--- src/rtl/tdm_seq_pkg.sv ---
package tdm_seq_pkg;

    typedef enum logic [1:0] {
        ST_HUNT  = 2'd0,
        ST_FETCH = 2'd1,
        ST_STORE = 2'd2,
        ST_SKIP  = 2'd3
    } seq_state_t;

    // A timeslot is live unless 24-channel operation forces it to all ones.
    function automatic logic slot_live(input int unsigned slot,
                                       input logic        full,
                                       input int unsigned group);
        return full || ((slot % group) != 0);
    endfunction

endpackage

--- src/rtl/tdm_slot_counter.sv ---
module tdm_slot_counter #(
    parameter int SLOTS     = 32,
    parameter int SLOT_BITS = 8
) (
    input  logic                         clk,
    input  logic                         rst_n,
    input  logic                         frm_n,
    output logic                         synced,
    output logic [$clog2(SLOT_BITS)-1:0] bit_idx,
    output logic [$clog2(SLOTS)-1:0]     slot_idx,
    output logic                         last_bit,
    output logic [$clog2(SLOTS)-1:0]     next_slot
);
    localparam int SW = $clog2(SLOTS);
    localparam int BW = $clog2(SLOT_BITS);
    localparam logic [BW-1:0] LAST_BIT  = BW'(SLOT_BITS - 1);
    localparam logic [SW-1:0] LAST_SLOT = SW'(SLOTS - 1);

    assign last_bit  = (bit_idx == LAST_BIT);
    assign next_slot = (slot_idx == LAST_SLOT) ? '0 : slot_idx + SW'(1);

    always_ff @(posedge clk or negedge rst_n) begin
        if (!rst_n) begin
            synced   <= 1'b0;
            bit_idx  <= '0;
            slot_idx <= '0;
        end else if (!frm_n) begin
            synced   <= 1'b1;
            bit_idx  <= '0;
            slot_idx <= '0;
        end else if (synced) begin
            if (last_bit) begin
                bit_idx  <= '0;
                slot_idx <= next_slot;
            end else begin
                bit_idx  <= bit_idx + BW'(1);
            end
        end
    end

    // inside a timeslot the bit cell advances by exactly one.
    assert_bit_step_R2: assert property (@(posedge clk) disable iff (!rst_n)
        (synced && frm_n && !last_bit) |=> (bit_idx == $past(bit_idx) + BW'(1)));

    // a frame pulse restarts the count at timeslot 0, bit cell 0.
    assert_resync_R10: assert property (@(posedge clk) disable iff (!rst_n)
        !frm_n |=> (synced && bit_idx == '0 && slot_idx == '0));

endmodule

--- src/rtl/tdm_slot_map.sv ---
module tdm_slot_map #(
    parameter int SLOTS = 32,
    parameter int GROUP = 4
) (
    input  logic [$clog2(SLOTS)-1:0] slot,
    input  logic                     full,
    output logic                     valid,
    output logic [$clog2(SLOTS)-1:0] addr
);
    localparam int SW = $clog2(SLOTS);

    logic [SW-1:0] grp_cnt;

    always_comb begin
        grp_cnt = slot / SW'(GROUP);
        valid   = full || ((slot % SW'(GROUP)) != '0);
        if (full) begin
            addr = slot;
        end else if (valid) begin
            // one forced slot precedes each group, plus the one at slot 0
            addr = slot - grp_cnt - SW'(1);
        end else begin
            addr = '0;
        end
    end

endmodule

--- src/rtl/tdm_loop_buffer.sv ---
module tdm_loop_buffer #(
    parameter int SLOTS     = 32,
    parameter int SLOT_BITS = 8
) (
    input  logic                         clk,
    input  logic                         rst_n,
    input  logic                         synced,
    input  logic [$clog2(SLOT_BITS)-1:0] bit_idx,
    input  logic [$clog2(SLOTS)-1:0]     slot_idx,
    input  logic                         ser_in,
    output logic                         loop_out
);
    localparam int BW = $clog2(SLOT_BITS);
    localparam logic [BW-1:0] LAST_BIT = BW'(SLOT_BITS - 1);

    logic [SLOT_BITS-1:0] ring [SLOTS];
    logic [SLOT_BITS-2:0] acc;

    always_ff @(posedge clk or negedge rst_n) begin
        if (!rst_n) begin
            acc <= '0;
            for (int i = 0; i < SLOTS; i++) begin
                ring[i] <= '1;
            end
        end else if (synced) begin
            acc <= {acc[SLOT_BITS-3:0], ser_in};
            if (bit_idx == LAST_BIT) begin
                ring[slot_idx] <= {acc, ser_in};
            end
        end
    end

    // first received cell sits in the MSB, so replay runs MSB first
    assign loop_out = synced ? ring[slot_idx][LAST_BIT - bit_idx] : 1'b1;

    // nothing but idle ones leaves the loop path before alignment.
    assert_idle_loop_R1: assert property (@(posedge clk) disable iff (!rst_n)
        (!synced && $past(!synced)) |-> loop_out);

endmodule

--- src/rtl/tdm_bus_sequencer.sv ---
module tdm_bus_sequencer
    import tdm_seq_pkg::*;
#(
    parameter int SLOTS     = 32,
    parameter int SLOT_BITS = 8,
    parameter int GROUP     = 4
) (
    input  logic                     clk,
    input  logic                     rst_n,
    input  logic                     frm_n,
    input  logic                     sel32,
    input  logic                     ser_in,
    output logic [$clog2(SLOTS)-1:0] addr_o,
    output logic                     oe_n,
    output logic                     we_n,
    output logic                     chan_start_n,
    output logic                     dly_cs_n,
    output logic                     loop_out
);
    localparam int SW = $clog2(SLOTS);
    localparam int BW = $clog2(SLOT_BITS);
    localparam logic [BW-1:0] HALF_LAST = BW'(SLOT_BITS / 2 - 1);
    localparam logic [BW-1:0] HALF      = BW'(SLOT_BITS / 2);
    localparam logic [SW-1:0] LIVE_CNT  = SW'(SLOTS - SLOTS / GROUP);

    logic          synced;
    logic [BW-1:0] bit_idx;
    logic [SW-1:0] slot_idx;
    logic          last_bit;
    logic [SW-1:0] next_slot;
    logic          cur_valid;
    logic [SW-1:0] cur_addr;
    logic [SW-1:0] entry_slot;
    logic          entry_live;

    seq_state_t state_q, state_d;

    tdm_slot_counter #(.SLOTS(SLOTS), .SLOT_BITS(SLOT_BITS)) u_cnt (
        .clk      (clk),
        .rst_n    (rst_n),
        .frm_n    (frm_n),
        .synced   (synced),
        .bit_idx  (bit_idx),
        .slot_idx (slot_idx),
        .last_bit (last_bit),
        .next_slot(next_slot)
    );

    tdm_slot_map #(.SLOTS(SLOTS), .GROUP(GROUP)) u_map (
        .slot (slot_idx),
        .full (sel32),
        .valid(cur_valid),
        .addr (cur_addr)
    );

    tdm_loop_buffer #(.SLOTS(SLOTS), .SLOT_BITS(SLOT_BITS)) u_loop (
        .clk     (clk),
        .rst_n   (rst_n),
        .synced  (synced),
        .bit_idx (bit_idx),
        .slot_idx(slot_idx),
        .ser_in  (ser_in),
        .loop_out(loop_out)
    );

    assign entry_slot = frm_n ? next_slot : '0;
    assign entry_live = slot_live(32'(entry_slot), sel32, GROUP);

    // next-state decision
    always_comb begin
        state_d = state_q;
        if (!frm_n) begin
            state_d = entry_live ? ST_FETCH : ST_SKIP;
        end else begin
            unique case (state_q)
                ST_HUNT:  state_d = ST_HUNT;
                ST_FETCH: if (bit_idx == HALF_LAST) state_d = ST_STORE;
                ST_STORE: if (last_bit) state_d = entry_live ? ST_FETCH : ST_SKIP;
                ST_SKIP:  if (last_bit) state_d = entry_live ? ST_FETCH : ST_SKIP;
            endcase
        end
    end

    // state register
    always_ff @(posedge clk or negedge rst_n) begin
        if (!rst_n) state_q <= ST_HUNT;
        else        state_q <= state_d;
    end

    // outputs
    always_comb begin
        oe_n         = 1'b1;
        we_n         = 1'b1;
        chan_start_n = 1'b1;
        dly_cs_n     = 1'b1;
        addr_o       = '0;
        unique case (state_q)
            ST_HUNT: ;
            ST_FETCH: begin
                oe_n         = 1'b0;
                chan_start_n = 1'b0;
                addr_o       = cur_valid ? cur_addr : '0;
            end
            ST_STORE: begin
                we_n     = 1'b0;
                dly_cs_n = 1'b0;
                addr_o   = cur_valid ? cur_addr : '0;
            end
            ST_SKIP: ;
        endcase
    end

    // start-of-channel pulse only in the first half of a timeslot
    assert_start_head_R3: assert property (@(posedge clk) disable iff (!rst_n)
        !chan_start_n |-> (synced && bit_idx < HALF));

    // delayed chip select only in the second half of a timeslot
    assert_dlycs_tail_R4: assert property (@(posedge clk) disable iff (!rst_n)
        !dly_cs_n |-> (synced && bit_idx >= HALF));

    // fetch strobe hands over to store strobe at the half point
    assert_handover_R5: assert property (@(posedge clk) disable iff (!rst_n)
        (!oe_n && bit_idx == HALF_LAST && frm_n) |=> (!we_n && oe_n));

    // forced timeslots in 24-channel operation stay quiet
    assert_skip_quiet_R7: assert property (@(posedge clk) disable iff (!rst_n)
        (synced && !sel32 && (slot_idx % SW'(GROUP)) == '0) |-> (oe_n && we_n));

    // 24-channel addresses stay inside the live range
    assert_addr_bound_R7: assert property (@(posedge clk) disable iff (!rst_n)
        (!sel32 && !oe_n) |-> (addr_o < LIVE_CNT));

endmodule

--- config.mk ---
export PLATFORM = sky130hd
export DESIGN_NAME = tdm_bus_sequencer
export DESIGN_NICKNAME = d
export VERILOG_FILES = /design/src/rtl/tdm_seq_pkg.sv /design/src/rtl/tdm_slot_counter.sv /design/src/rtl/tdm_slot_map.sv /design/src/rtl/tdm_loop_buffer.sv /design/src/rtl/tdm_bus_sequencer.sv
export SDC_FILE = /design/constraint.sdc
export NUM_CORES = 1
export LEC_CHECK = 0
export BUFFER_PORTS_ARGS = -buffer_cell sky130_fd_sc_hd__buf_2
export CORE_MARGIN = 2
export CORE_UTILIZATION = 60
export DETAILED_ROUTE_END_ITERATION = 8
export PLACE_DENSITY_LB_ADDON = 0.3
export SLEW_MARGIN = 15
export SYNTH_ARGS = -nofsm -noshare
export SYNTH_HDL_FRONTEND = slang
export SYNTH_HIERARCHICAL = 1
export SYNTH_SLANG_ARGS = --single-unit
--- constraint.sdc ---
create_clock -name clk -period 3 [get_ports clk]
set_input_delay 0.6 -clock clk [delete_from_list [all_inputs] [get_ports clk]]
set_output_delay 0.6 -clock clk [all_outputs]
set_load 0.1 [all_outputs]
**Word level (Yosys, flattened, before mapping)**

Cells that the tools add are included.

- Multipliers: 0
- Divide/modulo/power cells: 0
- Bitwise gates (word level): 1
- Multiplexer cells: 27
- Add/sub/neg operators: 5
- $lt $le $gt $ge: 3
- Equal/unequal tests: 10
- Reductions and logical operators: 11
- Shift operators: 0

Operators by type and width:

| operator | number |
|---|---|
| $bwmux 256 | 1 |
| $bmux 8 s5 | 1 |
| $demux 8 s5 | 1 |
| $mux 5 | 7 |
| $reduce_bool 32->1 | 1 |
| $mux 8 | 3 |
| $mux 2 | 5 |
| $mux 3 | 3 |
| $ge 6x6->1 const B | 1 |
| $lt 6x1->1 const B | 1 |
| $not 5->6 | 1 |
| $pmux 2 s3 | 1 |
| $reduce_and 2->1 | 3 |
| $add 5x1->5 const B | 1 |
| $eq 5x5->1 const B | 1 |
| $reduce_bool 5->1 | 1 |
| $sub 5x1->5 const B | 1 |
| $sub 5x3->5 | 1 |
| $eq 2x2->1 const B | 2 |
| $lt 3x4->1 const B | 1 |
| $mux 1 | 4 |
| $ne 2x1->1 const B | 2 |
| $reduce_or 2->1 | 2 |
| $add 3x1->3 const B | 1 |
| other kinds (10) | 11 |

- Bits in registers: 274
- Bits in writable memories: 0
- Input port bits: 5
- Memories kept: 0
- Logic and storage cells: 94
- Latch bits: 0
- Memory bits (read-only): 0
- Output and inout bits: 10

**Logic depth before layout (Yosys ltp)**

- Word-level depth: 9
- Mapped depth: 10
- Mapped depth without buffers: 7

**Modules after synthesis**

Netlist, hierarchy kept.

Modules (own cells, without submodules):

| module | instances | cells each | sequential area each (um^2) | area each (um^2) |
|---|---|---|---|---|
| tdm_loop_buffer | 1 | 814 | 6901.6 | 12477.0 |
| tdm_slot_counter | 1 | 44 | 225.2 | 483.0 |
| tdm_bus_sequencer | 1 | 31 | 50.0 | 259.0 |
| tdm_slot_map | 1 | 25 | 0.0 | 205.2 |

**Least setup slack after synthesis**

No wires, ideal clock.

- Path type: register to output
- From: reg u_cnt.slot_idx[0]
- To: out loop_out
- Required time: 2400 ps
- Stages on the path, launching flop included: 11
- Data arrival time: 3382 ps
- Buffers on the path: 4
- Slack: -982 ps
- Cell sequence: dfrtp_1 > buf_2 > buf_4 > buf_4 > buf_4 > mux2i_1 > nor3_1 > o21ai_0 > nand4_1 > nand3_1 > a22oi_1

- Longest elaborated chain between the ends: 7

Ends and longest elaborated chain:

| element | RTL line | RTL |
|---|---|---|
| start, declared | tdm_slot_counter.sv:10 | `output logic [$clog2(SLOTS)-1:0] slot_idx,` |
| start signal, assigned | tdm_slot_counter.sv:34 | `slot_idx <= next_slot;` |
| $not 5->6 (not written as such) | tdm_loop_buffer.sv:34 | `assign loop_out = synced ? ring[slot_idx][LAST_BIT - bit_idx] : 1'b1;` |
| $bmux 8 s5 | tdm_loop_buffer.sv:34 |  |
| $mux 8 (not written as such) (2 in a row) | tdm_loop_buffer.sv:34 |  |
| $bmux 1 s3 | tdm_loop_buffer.sv:34 |  |
| $mux 1 (not written as such) | tdm_loop_buffer.sv:34 |  |
| $mux 1 | tdm_loop_buffer.sv:34 |  |
| end, declared | tdm_bus_sequencer.sv:18 | `output logic loop_out` |

No other way between the ends. The select of a mux whose other input is x is not followed.

**Final worst setup path**

Same ends and word-level chain as after synthesis.

==> impl_metrics.json <==
{
  "total_power_mw": 8.50,
  "final_cell_mix": "mux2_2 (264), dfstp_2 (256), buf_4 (61), mux4_2 (51), nand2_1 (36)",
  "syn_area_per_cell_um2": 14.7,
  "pwr-share-comb_pct": 9.2,
  "cp.required_ns": 2.40,
  "vias": 8326,
  "critPathMaxFanout": 9,
  "rr_endpoint": "u_loop/ring[79]",
  "cts-root-buf": "clkbuf_16",
  "clock_skew_ns": 0.0230,
  "clk_latency_ns": 0.56,
  "slowest_delay_ns": 0.53,
  "slew_violations": 0,
  "crit_family": "compound AO/OA/AOI/OAI gates",
  "vdd_drop_max_mv": 0.480,
  "dp_hpwl_um": 20500,
  "worstSetupStartpointType": "register",
  "grt_util_all_layers_pct": 29.1,
  "rows": 54,
  "core_area_um2": 21900,
  "p_sw_mw": 2.10,
  "fin_crit_ns": 3.48,
  "reg2reg_slack_ns": 0.14,
  "final_util_pct": 73.0,
  "syn_inst": 912,
  "finalHoldViolations": 0,
  "clockBufferDepth": 3,
  "die_h_um": 154,
  "cts_tree": "done",
  "p_sw_share_pct": 24.8,
  "p_seq_share_pct": 45.2,
  "drc": 0,
  "grt_overflow": 0,
  "p_leak_nw": 6.37,
  "place.gp.congestion": 0.959,
  "area_delta_synth_final_pct": 19.1,
  "max_freq_ghz": 0.288,
  "status": "complete, but fails checks",
  "worstPathCellList": "buf_12 > buf_6 > mux4_2 > a22oi_2 > nand4_1 > o221ai_2 > a22oi_2 > buf_12",
  "cp.buffers_inverters": 3,
  "grt_pass1_vias": 8968,
  "worst_pin_slew_ns": 1.12,
  "cts.sinks": 274,
  "maxSlewHeadroom_pct": 25.6,
  "final_common_cell": "mux2_2",
  "r2r_start": "u_cnt/slot_idx[0]",
  "power_density_nw_per_um2": 532,
  "syn-cell-area_um2": 13400,
  "grt_max_degree": 72,
  "avgRoutedWirePerCell_um": 25.7,
  "pwr-share-clk_pct": 45.7,
  "routed_wl_um": 33200,
  "internal_power_mw": 6.39,
  "fill_cells": 1341,
  "reg2reg_depth": 6,
  "layout_setup_ws_ns": -0.476,
  "crit_path_end_kind": "primary output",
  "violations": "setup timing",
  "die_area_um2": 23600,
  "vias_per_cell": 6.43,
  "cpMaxStageDelayCell": "mux4_2",
  "port_buffers": 14,
  "cts_buffers": 29,
  "drt-initial-drc-count": 641,
  "grt_pass1_wl_um": 53000,
  "syn_nets": 929,
  "clkTransAtPathRegs_ns": 0.06,
  "regArea_um2": 7190,
  "antenna_found_initial": 0,
  "drive_gt1_share_pct": 77.8,
  "start_util_pct": 61.3,
  "rsz0062_at_grt": "yes",
  "die_w_um": 154,
  "htree_levels": 1,
  "nets": 1008,
  "final-setup-viol-count": 5,
  "multi_input_area_um2": 6090,
  "diodes": 0,
  "crit_path_start": "u_cnt/slot_idx[0]",
  "cap_viol_max_count": 0,
  "design.portCount": 15,
  "yosysWarnings": 6,
  "finalCritPeriodShare_pct": 116,
  "crit_type": "reg -> out",
  "hold_path_class": "in -> async",
  "drtPass1Iterations": 5,
  "critPathArrivalTime_ns": 2.88,
  "ant_nets": 0,
  "dpl_worst_slack_ns": -0.0604
}
## layout make-up
cell class / instances / share of cell area (%)
Clock buffer: 39 / 5.22
Sequential cell: 274 / 45.0
Multi-Input combinational cell: 567 / 38.1
Tap cell: 280 / 2.19
Clock inverter: 15 / 1.38
Timing Repair Buffer: 107 / 7.82
Inverter: 12 / 0.282
## state kept, by name, summed over array words and instances (netlist names)
name / flops
u_loop/ring: 256
state_q: 2
u_cnt/bit_idx: 3
u_cnt/slot_idx: 5
u_cnt/synced: 1
u_loop/acc: 7
## how the worst max path moves through the flow
stage | cells after the start | end
after floorplan | 8 | loop_out
after global placement | 7 | loop_out
after detailed placement | 8 | loop_out
after CTS | 9 | loop_out
after global routing | 8 | loop_out
final | 8 | loop_out
## power by group through the flow
| stage | clock network, mW | registers [mW] | logic [mW] |
|---|---|---|---|
| 6_report | 3.88 | 3.84 | 0.778 |
| 5_1_grt | 4.10 | 3.84 | 0.832 |
| 4_1_cts | 3.94 | 3.83 | 0.768 |
| 3_5_place_dp | 0 | 3.89 | 0.736 |
| 3_3_place_gp | 0 | 3.88 | 0.728 |
| 2_1_floorplan | 0 | 3.87 | 0.529 |
## layer usage
metal	vias up	part of all wire (%)	track usage, %
li1	3551	-	-
met1	4413	44	42.7
met2	289	47	45.1
met3	73	5.8	4.17
met4	0	3.0	9.92
met5	-	0	0
## metrics by stage
step                      instances  cell area [µm²]  setup TNS, ns  hold WS [ns]
after CTS                      1293            15900          -1.58        0.0642
after detailed placement       1210            14300        -0.0777         0.588
final                          1294            16000          -1.65        0.0760
after global routing           1294            16000          -2.03        0.0934
after global placement         1210            14300         -0.112         0.583
after floorplan                 912            13500        -0.0986         0.304
## timing repair
| item | in CTS | in global routing |
|---|---|---|
| gates cloned | 7 | 0 |
| pin swaps | 22 | 13 |
| buffers inserted | 23 | 3 |
| hold buffers | 0 | 0 |
| setup endpoints to repair | 5 | 6 |
| hold endpoints to repair | 0 | 0 |
| resized for setup | 47 | 11 |
Note: power is estimated with default switching activity, not from simulation.
